## config.mk

```make
export PLATFORM = sky130hd
export DESIGN_NAME = rndx_unit
export DESIGN_NICKNAME = d
export VERILOG_FILES = /design/src/rtl/rndx_pkg.sv /design/src/rtl/rndx_dpath.sv /design/src/rtl/rndx_ctrl.sv /design/src/rtl/rndx_unit.sv
export SDC_FILE = /design/constraint.sdc
export NUM_CORES = 1
export LEC_CHECK = 0
export ABC_AREA = 1
export BUFFER_PORTS_ARGS = -buffer_cell sky130_fd_sc_hd__buf_2
export CORE_MARGIN = 3
export CORE_UTILIZATION = 30
export DETAILED_ROUTE_END_ITERATION = 8
export PLACE_DENSITY = 0.57
export SYNTH_ARGS = -nofsm -noshare
export SYNTH_HDL_FRONTEND = slang
export SYNTH_HIERARCHICAL = 1
export SYNTH_SLANG_ARGS = --single-unit
export TNS_END_PERCENT = 1
```

## constraint.sdc

```tcl
create_clock -name clk -period 8.5 [get_ports clk]
set_input_delay 1.275 -clock clk [delete_from_list [all_inputs] [get_ports clk]]
set_output_delay 1.275 -clock clk [all_outputs]
set_load 0.02 [all_outputs]
```

## src/rtl/rndx_pkg.sv

```systemverilog
package rndx_pkg;

  typedef enum logic [1:0] {
    RM_NEAR = 2'd0,
    RM_ZERO = 2'd1,
    RM_UP   = 2'd2,
    RM_DOWN = 2'd3
  } rmode_e;

  typedef enum logic [2:0] {
    P_NORM     = 3'd0,
    P_SAT      = 3'd1,
    P_WRAP_OVF = 3'd2,
    P_WRAP_UNF = 3'd3,
    P_DENORM   = 3'd4
  } path_e;

  // control-to-datapath strobes
  typedef struct packed {
    logic  load;
    path_e path;
    logic  satInf;
  } strobe_t;

  // increment decision shared by every rounding point
  function automatic logic rndIncr(input rmode_e mode, input logic sign,
                                   input logic lsb, input logic g, input logic s);
    case (mode)
      RM_NEAR: return g & (s | lsb);
      RM_UP:   return ~sign & (g | s);
      RM_DOWN: return sign & (g | s);
      default: return 1'b0;
    endcase
  endfunction

endpackage

```

## src/rtl/rndx_dpath.sv

```systemverilog
module rndx_dpath
  import rndx_pkg::*;
#(
  parameter int EXP_W  = 11,
  parameter int FRAC_W = 52,
  parameter int EIN_W  = 14
) (
  input  logic                     clk,
  input  logic                     rstN,
  input  logic                     inSign,
  input  logic [EIN_W-1:0]         inExp,
  input  logic [FRAC_W:0]          inSig,
  input  logic                     inGuard,
  input  logic                     inSticky,
  input  rmode_e                   rndMode,
  input  logic                     unfTrapEn,
  input  strobe_t                  ctl,
  output logic signed [EIN_W:0]    eRnd,
  output logic                     inexactPre,
  output logic                     inexactDen,
  output logic                     trialCarry,
  output logic [EXP_W+FRAC_W:0]    outResult
);
  localparam int SIG_W     = FRAC_W + 1;
  localparam int RES_W     = 1 + EXP_W + FRAC_W;
  localparam int WIDE_W    = 2 * SIG_W + 2;
  localparam int SHIFT_CAP = SIG_W + 3;
  localparam int SH_W      = $clog2(SHIFT_CAP + 1);
  localparam int WRAP      = 3 << (EXP_W - 2);

  logic signed [EIN_W:0]   eExt;
  logic signed [EIN_W+1:0] diff;
  logic                    doRound, incNorm;
  logic [SIG_W:0]          sumNorm;
  logic [FRAC_W-1:0]       fracRnd;
  logic [SH_W-1:0]         shN;
  logic [WIDE_W-1:0]       wide;
  logic [SIG_W-1:0]        denSig, denSum;
  logic                    denG, denS, denInc;
  logic [EXP_W-1:0]        wrapOvfExp, wrapUnfExp, normExp;
  logic [RES_W-1:0]        nextRes;

  // normal rounding point
  always_comb begin
    eExt       = $signed({inExp[EIN_W-1], inExp});
    inexactPre = inGuard | inSticky;
    doRound    = inexactPre && (eExt > 0 || unfTrapEn);
    incNorm    = doRound && rndIncr(rndMode, inSign, inSig[0], inGuard, inSticky);
    sumNorm    = {1'b0, inSig} + (SIG_W+1)'(incNorm);
    fracRnd    = FRAC_W'(sumNorm);
    eRnd       = eExt + $signed((EIN_W+1)'(sumNorm[SIG_W]));
    trialCarry = (&inSig) && rndIncr(rndMode, inSign, inSig[0], inGuard, inSticky);
  end

  // denormalising shifter and second rounding point
  always_comb begin
    diff = 1 - $signed({eExt[EIN_W], eExt});
    if (eExt > 0)               shN = '0;
    else if (diff > SHIFT_CAP)  shN = SH_W'(SHIFT_CAP);
    else                        shN = SH_W'(diff);
    wide       = {inSig, inGuard, {(SIG_W+1){1'b0}}} >> shN;
    denSig     = wide[WIDE_W-1 -: SIG_W];
    denG       = wide[SIG_W+1];
    denS       = inSticky | (|wide[SIG_W:0]);
    inexactDen = denG | denS;
    denInc     = rndIncr(rndMode, inSign, denSig[0], denG, denS);
    denSum     = denSig + SIG_W'(denInc);
  end

  // result assembly
  always_comb begin
    normExp    = EXP_W'(eRnd);
    wrapOvfExp = EXP_W'(eRnd - WRAP);
    wrapUnfExp = EXP_W'(eRnd + WRAP);
    case (ctl.path)
      P_SAT:
        nextRes = ctl.satInf ? {inSign, {EXP_W{1'b1}}, {FRAC_W{1'b0}}}
                             : {inSign, {(EXP_W-1){1'b1}}, 1'b0, {FRAC_W{1'b1}}};
      P_WRAP_OVF: nextRes = {inSign, wrapOvfExp, fracRnd};
      P_WRAP_UNF: nextRes = {inSign, wrapUnfExp, fracRnd};
      P_DENORM:   nextRes = {inSign, {(EXP_W-1){1'b0}}, denSum};
      default:    nextRes = {inSign, normExp, fracRnd};
    endcase
  end

  always_ff @(posedge clk) begin
    if (!rstN)         outResult <= '0;
    else if (ctl.load) outResult <= nextRes;
  end

endmodule

```

## src/rtl/rndx_ctrl.sv

```systemverilog
module rndx_ctrl
  import rndx_pkg::*;
#(
  parameter int EXP_W = 11,
  parameter int EIN_W = 14
) (
  input  logic                  clk,
  input  logic                  rstN,
  input  logic                  inVld,
  input  logic                  inSign,
  input  rmode_e                rndMode,
  input  logic                  ovfTrapEn,
  input  logic                  unfTrapEn,
  input  logic                  inxTrapEn,
  input  logic signed [EIN_W:0] eRnd,
  input  logic                  inexactPre,
  input  logic                  inexactDen,
  input  logic                  trialCarry,
  output strobe_t               ctl,
  output logic                  outVld,
  output logic                  trapOvf,
  output logic                  trapUnf,
  output logic                  trapInx,
  output logic                  flagOvf,
  output logic                  flagUnf,
  output logic                  flagInx
);
  localparam int MAX_EXP = (1 << EXP_W) - 1;

  logic isOvf, isUnf, tiny;
  logic inxFin, setOvf, setUnf, setInx, tOvf, tUnf, tInx;

  always_comb begin
    isOvf  = eRnd >= $signed((EIN_W+1)'(MAX_EXP));
    isUnf  = eRnd <= 0;
    tiny   = !(eRnd == 0 && inexactPre && trialCarry);
    ctl.load   = inVld;
    ctl.path   = P_NORM;
    ctl.satInf = (rndMode == RM_NEAR) || (rndMode == RM_UP && !inSign)
              || (rndMode == RM_DOWN && inSign);
    inxFin = inexactPre;
    setOvf = 1'b0;
    setUnf = 1'b0;
    tOvf   = 1'b0;
    tUnf   = 1'b0;
    if (isOvf) begin
      if (ovfTrapEn) begin
        ctl.path = P_WRAP_OVF;
        tOvf     = 1'b1;
      end else begin
        ctl.path = P_SAT;
        setOvf   = 1'b1;
        inxFin   = 1'b1;
      end
    end else if (isUnf) begin
      if (unfTrapEn) begin
        ctl.path = P_WRAP_UNF;
        tUnf     = 1'b1;
      end else begin
        ctl.path = P_DENORM;
        inxFin   = inexactDen;
        setUnf   = tiny && inexactDen;
      end
    end
    tInx   = inxFin && inxTrapEn;
    setInx = inxFin && !inxTrapEn;
  end

  always_ff @(posedge clk) begin
    if (!rstN) begin
      outVld  <= 1'b0;
      trapOvf <= 1'b0;
      trapUnf <= 1'b0;
      trapInx <= 1'b0;
      flagOvf <= 1'b0;
      flagUnf <= 1'b0;
      flagInx <= 1'b0;
    end else begin
      outVld  <= inVld;
      trapOvf <= inVld && tOvf;
      trapUnf <= inVld && tUnf;
      trapInx <= inVld && tInx;
      flagOvf <= flagOvf | (inVld && setOvf);
      flagUnf <= flagUnf | (inVld && setUnf);
      flagInx <= flagInx | (inVld && setInx);
    end
  end

endmodule

```

## src/rtl/rndx_unit.sv

```systemverilog
module rndx_unit
  import rndx_pkg::*;
#(
  parameter int EXP_W  = 11,
  parameter int FRAC_W = 52,
  parameter int EIN_W  = 14
) (
  input  logic                  clk,
  input  logic                  rstN,
  input  logic                  inVld,
  input  logic                  inSign,
  input  logic [EIN_W-1:0]      inExp,
  input  logic [FRAC_W:0]       inSig,
  input  logic                  inGuard,
  input  logic                  inSticky,
  input  logic [1:0]            rndMode,
  input  logic                  ovfTrapEn,
  input  logic                  unfTrapEn,
  input  logic                  inxTrapEn,
  output logic                  outVld,
  output logic [EXP_W+FRAC_W:0] outResult,
  output logic                  trapOvf,
  output logic                  trapUnf,
  output logic                  trapInx,
  output logic                  flagOvf,
  output logic                  flagUnf,
  output logic                  flagInx
);
  rmode_e                mode;
  strobe_t               ctl;
  logic signed [EIN_W:0] eRnd;
  logic                  inexactPre, inexactDen, trialCarry;

  assign mode = rmode_e'(rndMode);

  rndx_dpath #(.EXP_W(EXP_W), .FRAC_W(FRAC_W), .EIN_W(EIN_W)) dpath (
    .clk(clk), .rstN(rstN), .inSign(inSign), .inExp(inExp), .inSig(inSig),
    .inGuard(inGuard), .inSticky(inSticky), .rndMode(mode), .unfTrapEn(unfTrapEn),
    .ctl(ctl), .eRnd(eRnd), .inexactPre(inexactPre), .inexactDen(inexactDen),
    .trialCarry(trialCarry), .outResult(outResult)
  );

  rndx_ctrl #(.EXP_W(EXP_W), .EIN_W(EIN_W)) ctrl (
    .clk(clk), .rstN(rstN), .inVld(inVld), .inSign(inSign), .rndMode(mode),
    .ovfTrapEn(ovfTrapEn), .unfTrapEn(unfTrapEn), .inxTrapEn(inxTrapEn),
    .eRnd(eRnd), .inexactPre(inexactPre), .inexactDen(inexactDen),
    .trialCarry(trialCarry), .ctl(ctl), .outVld(outVld), .trapOvf(trapOvf),
    .trapUnf(trapUnf), .trapInx(trapInx), .flagOvf(flagOvf), .flagUnf(flagUnf),
    .flagInx(flagInx)
  );

endmodule

```

==> results of run 1 <==
==> flip-flops by register name, summed over array words and instances (netlist names) <==
register	cells
ctrl/trapOvf	1
ctrl/flagInx	1
ctrl/trapUnf	1
dpath/outResult	64
ctrl/trapInx	1
ctrl/flagUnf	1
ctrl/outVld	1
ctrl/flagOvf	1
==> cell usage in the layout, fill, tap and decap left out, types with 5 or more instances in the layout <==
master / netlist / final
clkbuf_16: 0 / 10
nand3_2: 6 / 7
nor2_2: 33 / 36
nand3_1: 492 / 491
buf_4: 8 / 70
a21oi_1: 121 / 116
or2_2: 7 / 7
ha_1: 9 / 7
nand2_2: 22 / 28
clkinv_1: 5 / 5
buf_2: 28 / 148
nor3_1: 23 / 20
a21oi_2: 2 / 6
and2_1: 6 / 6
o21ai_0: 79 / 78
inv_2: 21 / 22
nand3b_1: 7 / 7
inv_1: 169 / 167
xnor2_1: 5 / 5
dfxtp_1: 71 / 71
xor2_1: 37 / 37
o21ai_1: 15 / 15
a31oi_1: 5 / 5
nand4_1: 41 / 41
nor4_1: 11 / 11
nor2_1: 186 / 179
nor2_4: 8 / 12
nand2_1: 719 / 713
==> final cells by class <==
type	instances	area share [%]
Sequential cell	71	10.5
Tap cell	511	4.72
Timing Repair Buffer	221	9.79
Clock inverter	6	0.674
Antenna cell	1	0.0185
Inverter	198	5.53
Multi-Input combinational cell	1874	67.0
Clock buffer	10	1.76
==> through the flow <==
stage | instance area, um2 | util (%) | worst slack, ps | hold slack, ps | cells
3_5_place_dp | 13100 | 34.5 | -121 | 449 | 2872
4_1_cts | 13400 | 35.4 | 220 | 464 | 2888
6_report | 13600 | 35.8 | 667 | 461 | 2892
5_1_grt | 13600 | 35.8 | -42.8 | 479 | 2892
2_1_floorplan | 11600 | - | 566 | 524 | 2247
3_3_place_gp | 13100 | 34.5 | 83.2 | 443 | 2872
==> cells by family after synthesis <==
family	count (synthesis)	synth area share (%)
xor+xnor	42	3.17
simple gates	1573	61.1
fa+ha+maj	9	0.971
flops	71	12.3
compound gates	250	11.7
buf+inv	302	10.8
==> final timing paths <==
check,end,startpoint,slack [ps],cells past startpoint
max,dpath/outResult[20]$_SDFFE_PN0P_,inExp[7],670,56
max reg2reg,dpath/outResult[16]$_SDFFE_PN0P_,dpath/outResult[16]$_SDFFE_PN0P_,7770,2
min,ctrl/flagOvf$_SDFF_PN0_,ctrl/flagOvf$_SDFF_PN0_,460,2
min reg2reg,ctrl/flagOvf$_SDFF_PN0_,ctrl/flagOvf$_SDFF_PN0_,460,2
==> per-layer routing <==
metal,vias to the layer above,track usage [%]
li1,7707,-
met1,7440,38.1
met2,925,48.4
met3,195,4.95
met4,10,15.0
met5,-,0
==> worst register-to-register path: cells and delay by family (launching register included) <==
family | cells | cell delay, ps
flops | 1 | 350
compound gates | 2 | 250
==> synthesized netlist by cell type (4+ instances only) <==
cell type  instances  share of area, %
xor2_1            37               2.8
a31oi_1            5              0.27
o21ai_0           79               3.4
inv_2             21              0.68
inv_1            169               5.5
nor3_1            23              0.99
o21ai_1           15              0.65
dfxtp_1           71                12
nand2_1          719                23
o211ai_1           4              0.26
buf_1             10              0.32
buf_4              8              0.52
nand3b_1           7              0.45
nor4_1            11              0.59
xnor2_1            5              0.38
nand4_1           41               2.2
and2_1             6              0.32
buf_2             28               1.2
nand2_2           22               1.2
a21oi_1          121               5.2
nor2_2            33               1.8
nand3_2            6              0.52
clkinv_1           5              0.16
or2_2              7              0.38
buf_6              6              0.58
nor2_4             8              0.78
clkbuf_1          52               1.7
nor2_1           186               6.0
nand3_1          492                21
ha_1               9              0.97
==> power by group <==
group	internal [W]	leakage [nW]	switching, W
Combinational	0.000212	5.80	0.000553
Sequential	0.000361	0.586	0.0000161
Clock	0.000267	0.163	0.000159
==> timing repair <==
action,4_1_cts,5_1_grt
resized for setup,0,34
setup buffers,0,2
setup endpoints to repair,0,63
==> out/results.tsv, run 1 <==
stage	metric	value	unit
status	status	finished, final reports clean	
sta	drv_slew	0	
cts	cts_tree	built	
logic_synthesis	mappedNetlistArea	11600	um2
logic_synthesis	synth_fp_nets	2334	
logic_synthesis	synth.avg_cell_area	5.16	um2
grt	grt_pass1_wl	93500	um
cts	h-tree-depth	3	
power_and_ir_drop	powerDensity	116	nW/um2
setup_path	crit_path_frequent_cell	nand2_1	
cts	cts_root_buf	clkbuf_16	
cts	clock_path_buffers	2	
setup_path	path_class	in -> reg	
logic_synthesis	ys_types	54	
setup_path	critPathMaxFanout	18	
setup_path	cp.required	8710	ps
sta	fmax	128	MHz
grt	grt_max_degree	59	
power_and_ir_drop	p_leak	6.55	nW
place	gp_congestion	1.06	
sta	finalCritPeriodShare	92.1	%
grt	gr-total-overflow	0	
routing	initialDrtViolationCount	2076	
die	die_x	203	um
cts	ctsHoldBuffers	0	
cts	cts_buffers	9	
routing	drc	0	
routing	vias	16300	
layout	fin_nets	2462	
place	port_buffers	148	
power_and_ir_drop	power	0.00157	W
sta	tightestPinTransition	857	ps
routing	vias_per_cell	5.63	
layout	fillers	4351	
setup_path	startpoint_type	input pin	
logic_synthesis	yosys_warnings	6	
cts	clock_latency	340	ps
sta	clock_skew	0	ps
sta	hold_viol	0	
routing	route.met3.wl	5630	um
cts	clock_sinks	71	
routing	top_layer	met5	
setup_path	critPathSlowestCell	nor4_4	
routing	wl_per_cell	22.1	um
grt	antenna_found_initial	6	
layout	layout-drive-gt1-share	15.9	%
sta	slew_headroom	42.5	%
grt	grt_use_total	29.8	%
die	pin_count	149	
layout	multiInputGateArea	9080	um2
cts	clkTransAtPathRegs	60	ps
routing	wirelength	64000	um
setup_path	end_kind	register	
die	core_area	37800	um2
setup_path	critical_path.top_delay_family	simple AND/OR/NAND/NOR gates	
logic_synthesis	postSynthCellCount	2247	
power_and_ir_drop	max-vdd-ir-drop	100	uV
setup_path	cpPeakStageDelay	330	ps
logic_synthesis	synthFlopType	dfxtp_1	
die	rows	71	
sta	finalSetupViolCount	0	
min_path	hp-class	reg -> reg	
routing	drt.antenna.violating_nets	0	
routing	drt-met1-wl	25900	um
grt	grt_pass1_vias	15000	
job	drv_cap	0	
setup_path	path_buf_inv	10	
routing	drtPass1Iterations	6	
die	dieHeight	203	um
place	hpwl	52100	um
layout	regArea	1420	um2
logic_synthesis	synth_edf_count	0	
logic_synthesis	ys_seq_area_share	12.3	%
die	start_util	30.6	%
sta	fin_tns_setup	0	ps
setup_path	cp.arrival	8040	ps
die	dieArea	41100	um2
logic_synthesis	synthArstFlopShare	0	%
logic_synthesis	synth_seq_cells	71	
routing	met2_length	28100	um
layout	area_growth	16.8	%
sta	period_minus_slack	7830	ps
(Power assumes the default switching activity.)
==> run 2, diff against run 1 <==
GPL_TIMING_DRIVEN = 0   (was default)
==> run 2 against run 1 <==
Sequential power barely moved. Clock skew stayed put. Combinational power is 5.9% higher. Worst hold slack worse by 9.4 ps. Via count up 3.7%. Routed wire length is 14% higher. Clock power decreased by 4%. Fmax fell by 3.3%. Highest routed layer unchanged.
==> out/results.tsv, run 2 (same netlist as run 1, synthesis figures left out) <==
stage	metric	value	unit	change
die	start_util	30.6	%	unchanged
place	hpwl	60600	um	+16%
grt	gr-total-overflow	0		unchanged
grt	antenna_found_initial	7		+1
die	die_x	203	um	unchanged
sta	clock_skew	0	ps	unchanged
die	rows	71		unchanged
setup_path	cpPeakStageDelay	270	ps	-60 ps
job	drv_cap	0		unchanged
min_path	holdCritStartpoint	ctrl/flagOvf$_SDFF_PN0_		
setup_path	crit_path_frequent_cell	nand2_2		
min_path	hp-class	reg -> reg		
place	gp_congestion	1.07		+0.78%
cts	cts_root_buf	clkbuf_16		
setup_path	r2r-end	dpath/outResult[17]$_SDFFE_PN0P_		
power_and_ir_drop	powerDensity	115	nW/um2	-0.38%
routing	wirelength	72900	um	+14%
power_and_ir_drop	seqPwrFrac	23.6	%	-0.5 points
setup_path	startpoint_type	input pin		
routing	vias_per_cell	5.72		+1.5%
routing	drc	0		unchanged
routing	drtPass1Iterations	6		unchanged
cts	clock_path_buffers	2		unchanged
cts	cts_buffers	9		unchanged
grt	grt_pass1_wl	104000	um	+12%
die	core_area	37800	um2	unchanged
grt	grt_use_total	34.1	%	+4.3 points
layout	fillers	4470		+2.7%
cts	h-tree-depth	3		unchanged
setup_path	critPathMaxFanout	10		-8
routing	wl_per_cell	24.7	um	+12%
routing	drt.antenna.violating_nets	0		unchanged
layout	final_cell_mix	708 x nand2_1, 489 x nand3_1, 176 x nor2_1		
power_and_ir_drop	pwr-share-clk	25.6	%	-1.5 points
sta	slew_headroom	33.8	%	-8.8 points
sta	tightestPinTransition	994	ps	+137 ps
place	port_buffers	147		-0.68%
cts	cts_tree	built		
grt	grt_max_degree	14		-76%
power_and_ir_drop	combPwrFrac	50.8	%	+2.0 points
power_and_ir_drop	max-vdd-ir-drop	117	uV	+17%
sta	finalCritPeriodShare	95.3	%	+3.2 points
setup_path	reg2regPathDepth	2		unchanged
setup_path	critPathSlowestCell	o21bai_2		
power_and_ir_drop	p_sw	0.000765	W	+5.2%
setup_path	r2r_start	dpath/outResult[17]$_SDFFE_PN0P_		
setup_path	cp.arrival	8310	ps	+270 ps
sta	hold_viol	0		unchanged
routing	initialDrtViolationCount	1995		-3.9%
layout	top_register	dpath/outResult		
cts	clkTransAtPathRegs	60	ps	about the same
layout	layout-drive-gt1-share	16.7	%	+0.78 points
die	pin_count	149		unchanged
layout	fin_nets	2525		+2.6%
setup_path	r2r_slack	7790	ps	+20 ps
min_path	hold_depth	2		unchanged
layout	multiInputGateArea	9160	um2	+0.81%
cts	clock_sinks	71		unchanged
cts	clock_latency	340	ps	about the same
setup_path	path_class	in -> reg		
routing	vias	16900		+3.7%
power_and_ir_drop	intPower	0.000828	W	-1.4%
sta	period_minus_slack	8100	ps	+269 ps
cts	ctsHoldBuffers	0		unchanged
layout	postLayoutCellArea	13800	um2	+2.0%
layout	largest_register_ffs	64		unchanged
power_and_ir_drop	p_leak	6.65	nW	+1.4%
die	dieArea	41100	um2	unchanged
setup_path	cp.required	8710	ps	about the same
min_path	holdPathEnd	ctrl/flagOvf$_SDFF_PN0_		
sta	finalSetupViolCount	0		unchanged
setup_path	end_kind	register		
place	dpl-instance-area	13000	um2	-0.59%
power_and_ir_drop	netSwitchingFraction	48.0	%	+1.6 points
sta	drv_slew	0		unchanged
layout	regArea	1420	um2	unchanged
layout	fin_util	36.5	%	+0.72 points
layout	final_common_cell	nand2_1		
grt	grt_pass1_vias	15600		+3.8%
layout	area_growth	19.2	%	
die	dieHeight	203	um	unchanged
status	status	finished, final reports clean		
sta	fmax	123	MHz	-3.3%
## run 2: cell count changes in the layout (fill, tap and decap cells not counted), sizes merged
| cell | before | now |
|---|---|---|
| clkbuf | 11 | 58 |
| buf | 220 | 235 |
| clkinv | 11 | 7 |
| clkinvlp | 0 | 2 |
| inv | 191 | 193 |
## run 2: worst max path at each step
stage                     slack [ps]                                to      from
after CTS                         20   dpath/outResult[9]$_SDFFE_PN0P_  inExp[1]
after global routing             -60  dpath/outResult[26]$_SDFFE_PN0P_  inExp[9]
after detailed placement       -3060  dpath/outResult[26]$_SDFFE_PN0P_  inExp[1]
after global placement         -2980  dpath/outResult[29]$_SDFFE_PN0P_  inExp[1]
after floorplan                  570  dpath/outResult[26]$_SDFFE_PN0P_  inExp[1]
final                            400   dpath/outResult[9]$_SDFFE_PN0P_  inExp[1]
## run 2: critical path, delay by kind of cell
family	cells	cell delay, ps
buffers and inverters	11	1080
adder cells (fa/ha/maj)	3	580
AO/OA/AOI/OAI	5	670
AND/OR/NAND/NOR	38	4660
## run 2: power by group through the flow
stage	Combinational, W	Clock [W]	Sequential, W
5_1_grt	0.000858	0.000428	0.000378
3_3_place_gp	0.000761	0	0.000381
3_5_place_dp	0.000757	0	0.000382
6_report	0.000810	0.000408	0.000376
2_1_floorplan	0.000414	0	0.000415
4_1_cts	0.000772	0.000414	0.000375
## run 2: area by class of cell
type | count | area share (%)
diodes | 1 | 0.0181
flip-flops and latches | 71 | 10.3
well taps | 511 | 4.62
inverters | 198 | 5.48
repair buffers | 180 | 7.15
clock inverters | 6 | 0.670
clock buffers | 9 | 1.63
multi-input cells | 1874 | 66.2
plain buffers | 104 | 3.93
## run 2: timing repair
item / 4_1_cts / 5_1_grt
buffers inserted: 20 / 13
setup endpoints to repair: 63 / 63
pin swaps: 10 / 21
resized for setup: 61 / 45
## run 2: per-stage QoR
step	hold WS [ps]	std cells	TNS, ps	setup WS [ps]	total power, W
finish	452	2954	0	398	0.00159
global route	478	2954	-253	-59.9	0.00167
CTS	459	2940	0	20.8	0.00156
detailed placement	449	2905	-154050	-3060	0.00114
global placement	441	2905	-151090	-2980	0.00114
floorplan	524	2247	0	566	0.000829
## run 2: layer usage
layer	vias up	part of all wire, %	wire length, um	global-route usage, %
met5	-	0.11	78	0
li1	7822	-	-	-
met1	7865	42	30700	46.5
met4	12	5.2	3790	14.1
met3	164	10	7280	5.98
met2	1020	43	31100	53.0
